--- config.mk ---
export PLATFORM = sky130hd
export DESIGN_NAME = abr_rx
export DESIGN_NICKNAME = d
export VERILOG_FILES = /design/src/rtl/abr_pkg.sv /design/src/rtl/abr_line_sync.sv /design/src/rtl/abr_idle_timer.sv /design/src/rtl/abr_bit_timer.sv /design/src/rtl/abr_rx_fsm.sv /design/src/rtl/abr_rx.sv
export SDC_FILE = /design/constraint.sdc
export NUM_CORES = 1
export LEC_CHECK = 0
export BUFFER_PORTS_ARGS = -buffer_cell sky130_fd_sc_hd__buf_4
export CAP_MARGIN = 20
export CORE_MARGIN = 2
export CORE_UTILIZATION = 50
export DETAILED_ROUTE_END_ITERATION = 10
export PLACE_DENSITY = 0.77
export SYNTH_ARGS = -nofsm -noshare
export SYNTH_HDL_FRONTEND = slang
export SYNTH_SLANG_ARGS = --single-unit
export TNS_END_PERCENT = 100
--- constraint.sdc ---
create_clock -name clk -period 4.25 [get_ports clk]
set_clock_uncertainty 0.15 [all_clocks]
set_input_delay 1.0625 -clock clk [delete_from_list [all_inputs] [get_ports clk]]
set_output_delay 1.0625 -clock clk [all_outputs]
set_load 0.02 [all_outputs]
--- src/rtl/abr_pkg.sv ---
package abr_pkg;

    // Falling edges of 0x55 after the first one: the fifth edge closes 8 bit periods.
    localparam int unsigned SYNC_EXTRA_FALLS = 4;
    localparam int unsigned DATA_BITS        = 8;

    typedef enum logic [2:0] {
        S_HUNT      = 3'd0,  // no rate known, wait for a sync start edge
        S_MEAS      = 3'd1,  // counting clocks across the sync pattern
        S_SYNC_STOP = 3'd2,  // wait for mid stop bit of the sync byte
        S_IDLE      = 3'd3,  // locked, wait for a start edge
        S_DATA      = 3'd4,  // sampling data bits at mid-bit
        S_STOP      = 3'd5   // sampling the stop bit of a data byte
    } rx_state_e;

    function automatic logic period_ok(input int unsigned p,
                                       input int unsigned lo,
                                       input int unsigned hi);
        return (p >= lo) && (p <= hi);
    endfunction

endpackage

--- src/rtl/abr_line_sync.sv ---
module abr_line_sync #(
    parameter int STAGES = 2
) (
    input  logic clk,
    input  logic rst,
    input  logic pin,
    output logic line,
    output logic fall,
    output logic toggle
);
    // chain[STAGES-1] is the synchronized line, chain[STAGES] its previous value
    logic [STAGES:0] chain;

    always_ff @(posedge clk) begin
        if (rst) chain <= '1;
        else     chain <= {chain[STAGES-1:0], pin};
    end

    assign line   = chain[STAGES-1];
    assign fall   = chain[STAGES] & ~chain[STAGES-1];
    assign toggle = chain[STAGES] ^ chain[STAGES-1];

endmodule

--- src/rtl/abr_idle_timer.sv ---
module abr_idle_timer #(
    parameter int TO_W = 20
) (
    input  logic            clk,
    input  logic            rst,
    input  logic            toggle,
    input  logic [TO_W-1:0] limit,
    output logic            expired
);
    logic [TO_W-1:0] quiet;

    always_ff @(posedge clk) begin
        if (rst)                quiet <= '0;
        else if (toggle)        quiet <= '0;
        else if (quiet != '1)   quiet <= quiet + 1'b1;
    end

    assign expired = (limit != '0) && (quiet == limit);

endmodule

--- src/rtl/abr_bit_timer.sv ---
module abr_bit_timer #(
    parameter int W = 16
) (
    input  logic         clk,
    input  logic         rst,
    input  logic         load,
    input  logic [W-1:0] load_val,
    output logic         done
);
    logic [W-1:0] cnt;
    logic         armed;

    // done is high exactly load_val clocks after the load cycle
    always_ff @(posedge clk) begin
        if (rst) begin
            cnt   <= '0;
            armed <= 1'b0;
        end else if (load) begin
            cnt   <= (load_val == '0) ? '0 : load_val - 1'b1;
            armed <= 1'b1;
        end else if (armed) begin
            if (cnt != '0) cnt <= cnt - 1'b1;
            else           armed <= 1'b0;
        end
    end

    assign done = armed && (cnt == '0);

endmodule

--- src/rtl/abr_rx_fsm.sv ---
module abr_rx_fsm
    import abr_pkg::*;
#(
    parameter int MIN_PERIOD = 50,
    parameter int MAX_PERIOD = 5000,
    parameter int PER_W      = 13,
    parameter int TW         = 15
) (
    input  logic             clk,
    input  logic             rst,
    input  logic             line,
    input  logic             fall,
    input  logic             expired,
    input  logic             expect_sync,
    input  logic             tdone,
    output logic             t_load,
    output logic [TW-1:0]    t_val,
    output logic [7:0]       rx_data,
    output logic             rx_valid,
    output logic [PER_W-1:0] bit_period,
    output logic             locked,
    output logic             timeout_pulse
);
    localparam int MW = PER_W + 4;           // holds 8*MAX_PERIOD with margin
    localparam int CW = MW - 3;              // candidate period width

    rx_state_e        state;
    logic [MW-1:0]    meas_cnt;
    logic [1:0]       edge_n;
    logic [CW-1:0]    cand, cand_q;
    logic [2:0]       bit_idx;
    logic [7:0]       sh;
    logic             drop;
    logic             last_fall;

    assign cand      = meas_cnt[MW-1:3];
    assign drop      = expired && (state != S_HUNT);
    assign last_fall = fall && (edge_n == 2'(SYNC_EXTRA_FALLS - 1));

    // timer reload requests: 1.5 periods to the first sample, then 1 period
    always_comb begin
        t_load = 1'b0;
        t_val  = '0;
        if (!drop) begin
            case (state)
                S_MEAS: if (last_fall) begin
                    t_load = 1'b1;
                    t_val  = TW'(cand) + TW'(cand >> 1);
                end
                S_IDLE: if (fall && !expect_sync) begin
                    t_load = 1'b1;
                    t_val  = TW'(bit_period) + TW'(bit_period >> 1);
                end
                S_DATA: if (tdone) begin
                    t_load = 1'b1;
                    t_val  = TW'(bit_period);
                end
                default: ;
            endcase
        end
    end

    always_ff @(posedge clk) begin
        if (rst) begin
            state         <= S_HUNT;
            meas_cnt      <= '0;
            edge_n        <= '0;
            cand_q        <= '0;
            bit_idx       <= '0;
            sh            <= '0;
            rx_data       <= '0;
            rx_valid      <= 1'b0;
            bit_period    <= '0;
            locked        <= 1'b0;
            timeout_pulse <= 1'b0;
        end else begin
            rx_valid      <= 1'b0;
            timeout_pulse <= 1'b0;
            if (meas_cnt != '1) meas_cnt <= meas_cnt + 1'b1;

            if (drop) begin
                state         <= S_HUNT;
                locked        <= 1'b0;
                timeout_pulse <= 1'b1;
            end else begin
                case (state)
                    S_HUNT: if (fall) begin
                        state    <= S_MEAS;
                        meas_cnt <= MW'(1);
                        edge_n   <= '0;
                    end
                    S_MEAS: if (fall) begin
                        if (last_fall) begin
                            cand_q <= cand;
                            state  <= S_SYNC_STOP;
                        end else begin
                            edge_n <= edge_n + 1'b1;
                        end
                    end
                    S_SYNC_STOP: if (tdone) begin
                        if (line && period_ok(32'(cand_q), MIN_PERIOD, MAX_PERIOD)) begin
                            locked     <= 1'b1;
                            bit_period <= PER_W'(cand_q);
                            state      <= S_IDLE;
                        end else begin
                            locked <= 1'b0;
                            state  <= S_HUNT;
                        end
                    end
                    S_IDLE: if (fall) begin
                        if (expect_sync) begin
                            state    <= S_MEAS;
                            meas_cnt <= MW'(1);
                            edge_n   <= '0;
                        end else begin
                            state   <= S_DATA;
                            bit_idx <= '0;
                        end
                    end
                    S_DATA: if (tdone) begin
                        sh <= {line, sh[7:1]};
                        if (bit_idx == 3'(DATA_BITS - 1)) state <= S_STOP;
                        else                             bit_idx <= bit_idx + 1'b1;
                    end
                    S_STOP: if (tdone) begin
                        if (line) begin
                            rx_data  <= sh;
                            rx_valid <= 1'b1;
                            state    <= S_IDLE;
                        end else begin
                            locked <= 1'b0;
                            state  <= S_HUNT;
                        end
                    end
                    default: state <= S_HUNT;
                endcase
            end
        end
    end

    // a byte strobe never lasts two cycles
    a_r4_valid_single: assert property (@(posedge clk) disable iff (rst)
        rx_valid |=> !rx_valid);

    // bytes are only delivered while a rate is held
    a_r6_valid_needs_lock: assert property (@(posedge clk) disable iff (rst)
        rx_valid |-> locked);

    // a held rate always lies in the legal window
    a_r3_locked_legal: assert property (@(posedge clk) disable iff (rst)
        locked |-> period_ok(32'(bit_period), MIN_PERIOD, MAX_PERIOD));

    // a timeout pulse is one cycle long and leaves the receiver unlocked
    a_r8_tmo_single: assert property (@(posedge clk) disable iff (rst)
        timeout_pulse |=> !timeout_pulse);

    a_r8_tmo_unlocks: assert property (@(posedge clk) disable iff (rst)
        timeout_pulse |-> !locked);

    // the period only changes when a lock is (re)acquired
    a_r2_period_on_lock: assert property (@(posedge clk) disable iff (rst)
        !$stable(bit_period) |-> locked);

endmodule

--- src/rtl/abr_rx.sv ---
module abr_rx #(
    parameter int MIN_PERIOD  = 50,
    parameter int MAX_PERIOD  = 5000,
    parameter int TO_W        = 20,
    parameter int SYNC_STAGES = 2,
    localparam int PER_W      = $clog2(MAX_PERIOD + 1),
    localparam int TW         = PER_W + 2
) (
    input  logic             clk,
    input  logic             rst,
    input  logic             rx_pin,
    input  logic [TO_W-1:0]  timeout_cycles,
    input  logic             expect_sync,
    output logic [7:0]       rx_data,
    output logic             rx_valid,
    output logic [PER_W-1:0] bit_period,
    output logic             locked,
    output logic             timeout_pulse
);
    logic          line, fall, toggle, expired, tdone, t_load;
    logic [TW-1:0] t_val;

    abr_line_sync #(.STAGES(SYNC_STAGES)) u_sync (
        .clk(clk), .rst(rst), .pin(rx_pin),
        .line(line), .fall(fall), .toggle(toggle)
    );

    abr_idle_timer #(.TO_W(TO_W)) u_idle (
        .clk(clk), .rst(rst), .toggle(toggle),
        .limit(timeout_cycles), .expired(expired)
    );

    abr_bit_timer #(.W(TW)) u_btim (
        .clk(clk), .rst(rst), .load(t_load),
        .load_val(t_val), .done(tdone)
    );

    abr_rx_fsm #(
        .MIN_PERIOD(MIN_PERIOD), .MAX_PERIOD(MAX_PERIOD),
        .PER_W(PER_W), .TW(TW)
    ) u_fsm (
        .clk(clk), .rst(rst), .line(line), .fall(fall),
        .expired(expired), .expect_sync(expect_sync), .tdone(tdone),
        .t_load(t_load), .t_val(t_val),
        .rx_data(rx_data), .rx_valid(rx_valid), .bit_period(bit_period),
        .locked(locked), .timeout_pulse(timeout_pulse)
    );

endmodule

==> impl_metrics.csv <==
group,metric,value,unit
clock_network,clockBufferDepth,2,
global_route,grt_pass1_wl,31400,um
synthesis,synth-compound-area-share,0.195,
power,power_leakage,3.38,nW
detailed_routing,ant_nets,0,
synthesis,ys_seq_area_frac,0.298,
finish,multi_input_area,0.00497,mm^2
finish,drive_gt1_frac,0.127,
clock_network,cts_made_buffers,9,
global_route,antenna_found_initial,0,
clock_network,clock-sinks,110,
global_route,grt_usage,0.240,
setup_path,critPathCaptureType,"flop",
place,place_congestion,0.954,
floorplan,fp.dieH,126,um
setup_path,critPathArrivalTime,3.93,ns
synthesis,synthAdderAreaFrac,0.0663,
synthesis,synth_area_leader_cell,"dfxtp_1",
timing,finalSetupTns,0,ns
detailed_routing,drt-total-wl,19300,um
worst_hold_path,hp-class,"flop to flop",
timing,min_period,3.80,ns
synthesis,ys_top_cells_by_area,"dfxtp_1 (30%), nor2_1 (6.1%), ha_1 (6.1%), mux2i_1 (5.3%), a21oi_1 (4.7%)",
synthesis,synth_cell_types,94,
synthesis,synth-simple-area-share,0.274,
synthesis,synth_nets,967,
place,dp_cells,1114,
synthesis,yosys.area.top_type_share,0.298,
place,dp_hpwl,14600,um
clock_network,cts-hold-fix-buffers,0,
finish,num_antenna_cells,0,
setup_path,worstSetupPathType,"flop to flop",
timing,slew_violations,0,
setup_path,path_max_fanout,10,
finish,layout.nets,1003,
timing,maxSlewHeadroom,0.509,
floorplan,rows,44,
power,finalPower,2.07,mW
synthesis,yosys-mux-area-fraction,0.0546,
clock_network,clk_latency,0.36,ns
power,ir_drop,175,uV
detailed_routing,dr.pass1.iters,6,
power,switchingPower,470,uW
finish,fin_cells,1130,
run_status,status,"finished, final reports clean",
setup_path,cp_data_required_time,4.38,ns
detailed_routing,wl_met2,8790,um
detailed_routing,wl_met1,8910,um
job,drv_cap,0,
timing,finalSetupViolCount,0,
place,place_area,0.00793,mm^2
finish,regArea,0.00220,mm^2
detailed_routing,wl_met3,1170,um
global_route,grt_pass1_vias,6398,
synthesis,syn_area_per_cell,8.17,um^2
timing,timing.fmax,263,MHz
place,portBuffers,47,
power,clock_power_share,0.449,
detailed_routing,drt_iter0_markers,576,
timing,tightest_slew,0.730,ns
floorplan,die_area,0.0158,mm^2
synthesis,synth_xor_area_frac,0.0817,
floorplan,coreArea,0.0145,mm^2
timing,rsz0062_at_grt,"no",
timing,setup_ws,0.451,ns
clock_network,cts_tree,"built",
synthesis,synthFlopType,"dfxtp_1",
clock_network,clk_pin_slew,0.08,ns
finish,final_area,0.00826,mm^2
synthesis,synth_edf_count,0,
floorplan,num_io_pins,48,
power,p_seq_frac,0.505,
global_route,grt_max_degree,65,
timing,fin_crit_sh,0.894,
finish,n_fill_cell,1329,
global_route,overflow,0,
setup_path,cp-start-kind,"flop",
power,swShare,0.228,
synthesis,syn_area,0.00740,mm^2
detailed_routing,topRoutingLayerUsed,"met4",
power,p_int,1.60,mW
timing,final-hold-violation-count,0,
synthesis,synthCells,905,
detailed_routing,viasPerCell,6.13,
detailed_routing,post_drt_wl_per_cell,17.1,um
floorplan,die_x,126,um
clock_network,cts.htree.levels,3,
detailed_routing,vias,6932,
power,p_per_area,250,mW/mm^2
power,combPwrFrac,0.046,
finish,syn_to_final_growth,11.6,%
clock_network,post-cts-setup-buffer-count,0,
clock_network,cts_root_buf,"clkbuf_16",
place,dp_slack,0.113,ns
finish,final_common_cell,"nor2_1",
synthesis,postSynth.asyncResetShare,0,
clock_network,cts.repair.resized,0,
synthesis,synth_top_family_by_area,"simple AND/OR/NAND/NOR gates",
synthesis,synth_seq_cells,110,
detailed_routing,drc_errors,0,
floorplan,initial_core_util,0.511,
finish,mostFrequentLayoutCells,"nor2_1 (121), dfxtp_1 (110), nand2_1 (77), a21oi_1 (69), buf_4 (62)",
synthesis,yosysWarningCount,0,
-- final cells by class --
class / count / share of cell area
Sequential cell: 110 / 0.267
Tap cell: 184 / 0.0279
Inverter: 15 / 0.00682
Clock inverter: 6 / 0.0118
Timing Repair Buffer: 62 / 0.0564
Clock buffer: 10 / 0.0277
Multi-Input combinational cell: 743 / 0.603
-- worst max-delay path: stages, from the launching register on --
cell and delay, ns:
dfxtp_1 0.42, ha_1 0.22, inv_1 0.07, fa_1 0.39, nand2b_1 0.19, a21oi_1 0.44
o31a_1 0.24, mux2i_1 0.32, and3_2 0.28, and4_4 0.26, a32oi_4 0.18, or3_1 0.40
a31oi_1 0.14
-- per-stage QoR --
| stage | hold WS, ns | util |
|---|---|---|
| global route | 0.276 | 0.570 |
| floorplan | 0.239 | - |
| detailed placement | 0.244 | 0.548 |
| finish | 0.261 | 0.570 |
| CTS | 0.262 | 0.570 |
| global placement | 0.245 | 0.548 |
-- flip-flops by register name, summed over array words and instances, names as in the netlist, 8 cells and up --
name / flops
u_fsm.rx_data: 8
u_fsm.meas_cnt: 17
u_fsm.bit_period: 13
u_btim.cnt: 15
u_idle.quiet: 20
u_fsm.sh: 8
u_fsm.cand_q: 14
-- per-layer routing --
metal  track usage  up-vias
met5             0        -
met4        0.0843        0
met3        0.0285       28
met2         0.385      255
met1         0.335     3283
li1              -     3366
-- Yosys cell counts (all sizes together), types with 7 or more instances --
| cell type | n |
|---|---|
| o21ai | 39 |
| buf | 15 |
| a21o | 11 |
| dfxtp | 110 |
| xnor2 | 39 |
| nand4 | 22 |
| nand2 | 79 |
| nand3 | 47 |
| a21oi | 70 |
| nor3 | 20 |
| ha | 36 |
| and2 | 8 |
| nand2b | 11 |
| and4 | 8 |
| o31ai | 7 |
| nor4 | 14 |
| a31oi | 9 |
| and3 | 13 |
| a211oi | 11 |
| nor2 | 122 |
| o32ai | 7 |
| xor2 | 30 |
| clkbuf | 22 |
| mux2i | 40 |
| inv | 15 |
| or3 | 10 |
| o211ai | 9 |
| or2 | 9 |
-- logic make-up (layout without fill, tap and decap cells) --
family,Yosys count,count (layout)
compound gates,209,209
flops,110,110
mux,40,40
fa+ha+maj,38,38
buf+inv,52,93
simple gates,387,387
xor+xnor,69,69
-- path summary, 6_finish.rpt --
kind / startpoint / endpoint / slack (ns) / cells past startpoint
hold / removal: u_sync.chain[0] / u_sync.chain[1] / 0.26 / 1
setup reg to reg: u_fsm.meas_cnt[3] / u_btim.cnt[12] / 0.45 / 12
setup / recovery: u_fsm.meas_cnt[3] / u_btim.cnt[12] / 0.45 / 12
hold reg to reg: u_sync.chain[0] / u_sync.chain[1] / 0.26 / 1
-- power by group through the flow --
stage                     combinational (mW)  clock, mW  sequential, mW
after floorplan                       0.0577          0            1.07
after global placement                0.0919          0            1.07
after detailed placement              0.0930          0            1.07
after CTS                             0.0934      0.938            1.04
after global routing                   0.104      0.979            1.04
final                                 0.0944      0.928            1.04
Power figures use the tool's default switching activity.
